### config.mk
export PLATFORM = sky130hd
export DESIGN_NAME = row_bound_decoder
export DESIGN_NICKNAME = d
export VERILOG_FILES = /design/src/rtl/rbd_pkg.sv /design/src/rtl/rbd_regfile.sv /design/src/rtl/rbd_row_match.sv /design/src/rtl/rbd_pick.sv /design/src/rtl/row_bound_decoder.sv
export SDC_FILE = /design/constraint.sdc
export NUM_CORES = 1
export LEC_CHECK = 0
export ABC_CLOCK_PERIOD_IN_PS = 1980
export BUFFER_PORTS_ARGS = -buffer_cell sky130_fd_sc_hd__buf_2
export CAP_MARGIN = 10
export CORE_ASPECT_RATIO = 0.6
export CORE_UTILIZATION = 25
export CTS_CLUSTER_DIAMETER = 60
export DETAILED_ROUTE_END_ITERATION = 10
export HOLD_SLACK_MARGIN = 0.05
export PLACE_DENSITY = 0.44
export SLEW_MARGIN = 20
export SYNTH_ARGS = -nofsm -noshare
export SYNTH_HDL_FRONTEND = slang
export SYNTH_HIERARCHICAL = 1
export SYNTH_SLANG_ARGS = --single-unit
export TNS_END_PERCENT = 50
### constraint.sdc
create_clock -name clk -period 1.98 [get_ports clk]
set_input_delay 0.099 -clock clk [delete_from_list [all_inputs] [get_ports clk]]
set_output_delay 0.099 -clock clk [all_outputs]
set_load 0.01 [all_outputs]
### src/rtl/rbd_pkg.sv
package rbd_pkg;
   // decode variant driven by the mode pin
   typedef enum logic {
      RBD_SINGLE = 1'b0,
      RBD_DUAL   = 1'b1
   } rbd_mode_e;

   localparam int RBD_ROWS       = 8;
   localparam int RBD_BND_W      = 7;
   localparam int RBD_DATA_W     = 8;
   localparam int RBD_CFG_AW     = 4;
   localparam int RBD_ADDR_W     = 32;
   localparam int RBD_UNIT_SHIFT = 26;
   localparam logic [RBD_BND_W-1:0] RBD_RST_LIMIT = 7'h01;
endpackage

### src/rtl/rbd_regfile.sv
module rbd_regfile #(
   parameter int NUM_ROWS = 8,
   parameter int BND_W    = 7,
   parameter int DATA_W   = 8,
   parameter int CFG_AW   = 4,
   parameter logic [BND_W-1:0] RST_VAL = '0
) (
   input  logic                            clk,
   input  logic                            rst_n,
   input  logic                            we,
   input  logic [CFG_AW-1:0]               addr,
   input  logic [DATA_W-1:0]               wdata,
   output logic [DATA_W-1:0]               rdata,
   output logic [NUM_ROWS-1:0][BND_W-1:0]  limits
);
   localparam int IDX_W = $clog2(NUM_ROWS);
   localparam logic [CFG_AW:0] ROWS_C = (CFG_AW+1)'(NUM_ROWS);

   logic in_map;
   logic [IDX_W-1:0] idx;

   assign in_map = ({1'b0, addr} < ROWS_C);
   assign idx    = addr[IDX_W-1:0];

   for (genvar g = 0; g < NUM_ROWS; g++) begin : g_lim
      always_ff @(posedge clk or negedge rst_n) begin
         if (!rst_n) begin
            limits[g] <= RST_VAL;
         end else if (we && in_map && (idx == IDX_W'(g))) begin
            limits[g] <= wdata[BND_W-1:0];
         end
      end
   end

   always_comb begin
      rdata = '0;
      if (in_map) begin
         rdata[BND_W-1:0] = limits[idx];
      end
   end
endmodule

### src/rtl/rbd_row_match.sv
module rbd_row_match #(
   parameter int BND_W = 7
) (
   input  logic             enable,
   input  logic [BND_W-1:0] field,
   input  logic [BND_W-1:0] lower,
   input  logic [BND_W-1:0] upper,
   output logic             match
);
   logic above_lo;
   logic below_hi;

   assign above_lo = (field >= lower);
   assign below_hi = (field <  upper);
   assign match    = enable & above_lo & below_hi;
endmodule

### src/rtl/rbd_pick.sv
module rbd_pick #(
   parameter int N     = 8,
   parameter int IDX_W = 3
) (
   input  logic [N-1:0]     req,
   output logic [N-1:0]     sel,
   output logic [IDX_W-1:0] idx,
   output logic             hit
);
   // scan from the top so the lowest requesting row is the last one kept
   always_comb begin
      sel = '0;
      idx = '0;
      hit = 1'b0;
      for (int i = N - 1; i >= 0; i--) begin
         if (req[i]) begin
            sel    = '0;
            sel[i] = 1'b1;
            idx    = IDX_W'(i);
            hit    = 1'b1;
         end
      end
   end
endmodule

### src/rtl/row_bound_decoder.sv
module row_bound_decoder
   import rbd_pkg::*;
#(
   parameter int NUM_ROWS   = RBD_ROWS,
   parameter int BND_W      = RBD_BND_W,
   parameter int DATA_W     = RBD_DATA_W,
   parameter int CFG_AW     = RBD_CFG_AW,
   parameter int ADDR_W     = RBD_ADDR_W,
   parameter int UNIT_SHIFT = RBD_UNIT_SHIFT,
   parameter logic [BND_W-1:0] RST_LIMIT = RBD_RST_LIMIT
) (
   input  logic                        clk,
   input  logic                        rst_n,
   input  logic                        cfg_we,
   input  logic [CFG_AW-1:0]           cfg_addr,
   input  logic [DATA_W-1:0]           cfg_wdata,
   output logic [DATA_W-1:0]           cfg_rdata,
   input  logic                        dual_mode,
   input  logic [ADDR_W-1:0]           mem_addr,
   output logic [NUM_ROWS-1:0]         row_sel,
   output logic [$clog2(NUM_ROWS)-1:0] row_num,
   output logic                        row_hit
);
   localparam int IDX_W     = $clog2(NUM_ROWS);
   localparam int FIELD_W   = ADDR_W - UNIT_SHIFT;
   localparam int DUAL_ROWS = NUM_ROWS / 2;

   // elaboration-time parameter checks
   if (NUM_ROWS < 2 || (1 << IDX_W) != NUM_ROWS) begin : g_bad_rows
      $error("row count must be a power of two of at least 2");
   end
   if (BND_W <= FIELD_W) begin : g_bad_field
      $error("limit width must exceed the address field width");
   end
   if (DATA_W < BND_W || (1 << CFG_AW) < NUM_ROWS) begin : g_bad_cfg
      $error("configuration port too narrow for the limit table");
   end

   rbd_mode_e                      mode;
   logic [BND_W-1:0]               field;
   logic [NUM_ROWS-1:0][BND_W-1:0] limit_q;
   logic [NUM_ROWS-1:0]            row_req;

   assign mode  = rbd_mode_e'(dual_mode);
   assign field = {{(BND_W-FIELD_W){1'b0}}, mem_addr[ADDR_W-1:UNIT_SHIFT]};

   rbd_regfile #(
      .NUM_ROWS (NUM_ROWS),
      .BND_W    (BND_W),
      .DATA_W   (DATA_W),
      .CFG_AW   (CFG_AW),
      .RST_VAL  (RST_LIMIT)
   ) i_regs (
      .clk    (clk),
      .rst_n  (rst_n),
      .we     (cfg_we),
      .addr   (cfg_addr),
      .wdata  (cfg_wdata),
      .rdata  (cfg_rdata),
      .limits (limit_q)
   );

   for (genvar g = 0; g < NUM_ROWS; g++) begin : g_row
      logic [BND_W-1:0] lo;
      logic             en;
      if (g == 0) begin : g_base
         assign lo = '0;
      end else begin : g_chain
         assign lo = limit_q[g-1];
      end
      if (g < DUAL_ROWS) begin : g_always
         assign en = 1'b1;
      end else begin : g_single_only
         assign en = (mode == RBD_SINGLE);
      end
      rbd_row_match #(.BND_W(BND_W)) i_match (
         .enable (en),
         .field  (field),
         .lower  (lo),
         .upper  (limit_q[g]),
         .match  (row_req[g])
      );
   end

   rbd_pick #(.N(NUM_ROWS), .IDX_W(IDX_W)) i_pick (
      .req (row_req),
      .sel (row_sel),
      .idx (row_num),
      .hit (row_hit)
   );
endmodule

==> impl_results.md <==
- Status: finished with violations
- Failing checks: DRC, setup timing
- Clock-pin slew on the worst setup and hold paths: roughly 0.080 ns
- Crit. End Element: output pin
- Biggest regs: i_regs/limits x56
- Drt first pass iters: 7
- Final GP Congestion: 0.836
- # clock sinks: 56
- Rel. slew slack: 0.596
- Register area share after synthesis: 0.259
- Pwr/cell area: 820 nW/um2
- Max-cap check violation count: 0
- Share of the synthesized area in the top cell type: 0.239
- Nets: approximately 860
- Top cells by area, synth: ha_1 (24%), dfrtp_1 (22%), mux2_2 (12%)
- Residual DRC: 8
- Ys Warns: 6
- CTS Buf Count: 5
- H-tree depth: 2
- Hold path start: cfg_wdata[3]
- Critical path required time: between 1.5 and 2 ns
- # setup viols final: 12
- Final hold vios: 0
- Drt initial violations: 186
- Post-synth top flop: dfrtp_1
- Synth cell types: 46
- Final Power: just over 6000 uW
- Clock Path Buffers: 2
- Combinational share of power: 0.551
- Vias per cell: 4.63
- Vias in the first global route: 4715
- Die ar.: around 22000 um2
- Final setup skew: 0 ns
- Skew-Pair Late Insertion Delay: roughly 0.29 ns
- Inserted Diodes: 0
- Worst r2r path cells: 3
- Avg Inst Size Synth: just under 10 um2
- Max reg flops: 56
- Largest net degree at the start of global routing: 57
- Peak supply drop: around 0.42 mV
- Initial Utilization: 0.257
- Hpwl dp: 13200 um
- Layout cells sized above 1: 0.415
- CP arrival: roughly 2.4 ns
- Largest Register: i_regs/limits
- RSZ-0062 raised after global routing: yes
- Internal cell power: between 3000 and 4000 uW
- Start point of the critical path: i_regs/limits[23]$_DFFE_PN0P_
- Final worst-path cycle share: 1.25
- WHS: ~0.17 ns
- #FFs+latches synth: 56
- Most frequent cell after synthesis: inv_1
- Hold-critical path depth: 2
- Final worst slack: -0.497 ns
- Port Buf Inserts: 39
- Post-synth EDFFs: 0
- Critical Path Source Type: flip-flop
- DRT antenna net count: 0
- NetSw: about 2300 uW
- CTS tree: built
- Clk pwr share: 0.177
- Initial antenna violation count: 0
- Flop pwr share: 0.271
- Most frequent cells after synthesis: inv_1 (105), ha_1 (104), mux2_2 (56), dfrtp_1 (48), a21oi_1 (26)
- Tmin final: roughly 2.5 ns
- Total GRT Usage: 0.160
- Mapped Cells: around 550
- Switching Fraction: 0.380
- Mean routed wirelength per cell: 17.3 um
- Ys async rst share: 1.00
- Worst r2r src: i_regs/limits[29]$_DFFE_PN0P_
- Kind of critical path: reg -> out
- Area leader, netlist: ha_1
- I/O pins: between 60 and 70
- Root buf cell: clkbuf_16
- Die Wd: between 150 and 200 um
- Post-Route WL: about 17000 um
- Synthesized area: roughly 5400 um2
- LEAKAGE: about 0.0036 uW
- Core Rows: 41
- Slew @ Worst Pin: between 0.6 and 0.7 ns
- Area growth syn-to-layout: 37.1%
- Total grt overflow: 0
- CP Max Fanout: 3
- Die Span Y: roughly 120 um
- Vias: 4588
- Tightest Hold Check Type: in -> reg
- Count of pins over their slew limit: 0
- Core area: roughly 21000 um2
- Fmax: 404 MHz
- Global-route wire length before repair: about 27000 um
==> power by group through the flow <==
stage          clock, uW  combinational, uW  sequential, uW
6_report            1080               3370            1660
5_1_grt             1160               3760            1710
4_1_cts             1110               3070            1660
3_5_place_dp           0               2840            1680
3_3_place_gp           0               2750            1660
2_1_floorplan          0               1600            1640
==> final cells by class <==
cell class / count / area (um2)
Fill cell: 2162 / 13700
Multi-Input combinational cell: 408 / 4150
Sequential cell: 56 / 1410
Timing Repair Buffer: 135 / 976
Inverter: 106 / 398
Tap cell: 279 / 349
Clock buffer: 6 / 139
Clock inverter: 2 / 38.8
==> per-stage QoR <==
step	util	instance area [um2]	setup slack (ns)	setup TNS, ns	std cells
3_5_place_dp	0.317	6730	-0.405	-4.06	980
2_1_floorplan	-	5540	-0.00767	-0.00767	578
5_1_grt	0.352	7460	-0.642	-6.33	992
3_3_place_gp	0.317	6730	-0.400	-3.76	980
4_1_cts	0.338	7170	-0.516	-5.09	990
6_report	0.352	7460	-0.497	-4.75	992
==> per-layer routing <==
metal	wire length, um	up-vias	GRT usage
li1	-	2261	-
met1	9490	2253	0.248
met2	6860	70	0.232
met3	813	4	0.0297
met4	38	0	0.0142
met5	0	-	0
==> critical path: stages (launching register included) <==
cell	delay (ns)
dfrtp_1	0.41
inv_1	0.11
ha_4	0.22
a21o_1	0.19
a31oi_4	0.15
buf_4	0.16
o21ai_2	0.07
o211a_4	0.16
buf_4	0.15
nor2b_4	0.11
o21bai_1	0.07
a21oi_1	0.14
buf_2	0.15
==> logic make-up after synthesis <==
kind of cell / Yosys count / share of synthesized area
AOI/OAI and AO/OA: 88 / 0.103
adders and majority gates: 104 / 0.239
buffers and inverters: 114 / 0.0892
DFF: 56 / 0.259
muxes: 76 / 0.173
other: 3 / 0.00207
and+or+nand+nor: 112 / 0.134
==> final timing paths <==
path	slack (ns)	end
setup / recovery	-0.50	row_num[0]
hold / removal	0.17	i_regs/limits[38]$_DFFE_PN0P_
setup reg to reg	0.95	i_regs/limits[29]$_DFFE_PN0P_
hold reg to reg	0.55	i_regs/limits[52]$_DFFE_PN0P_
max in group asynchronous	1.34	i_regs/limits[42]$_DFFE_PN1P_
min in group asynchronous	0.31	i_regs/limits[50]$_DFFE_PN0P_
==> what timing repair did <==
action	CTS	global route
resized for setup	47	44
endpoints found under the setup margin	12	12
hold buffers	1	0
hold endpoints to repair	48	0
setup buffers	2	2
pin swaps	27	19
==> layout by cell type (no fill, tap or decap), drive strengths merged, types with 16 or more instances in the layout <==
cell	n
dfrtp	48
mux2	56
a21oi	26
ha	104
a31oi	16
conb	28
nand3	18
nand2	21
nand4	16
inv	106
buf	134
o21ai	17
No activity file was read; power rests on OpenSTA's default activity.
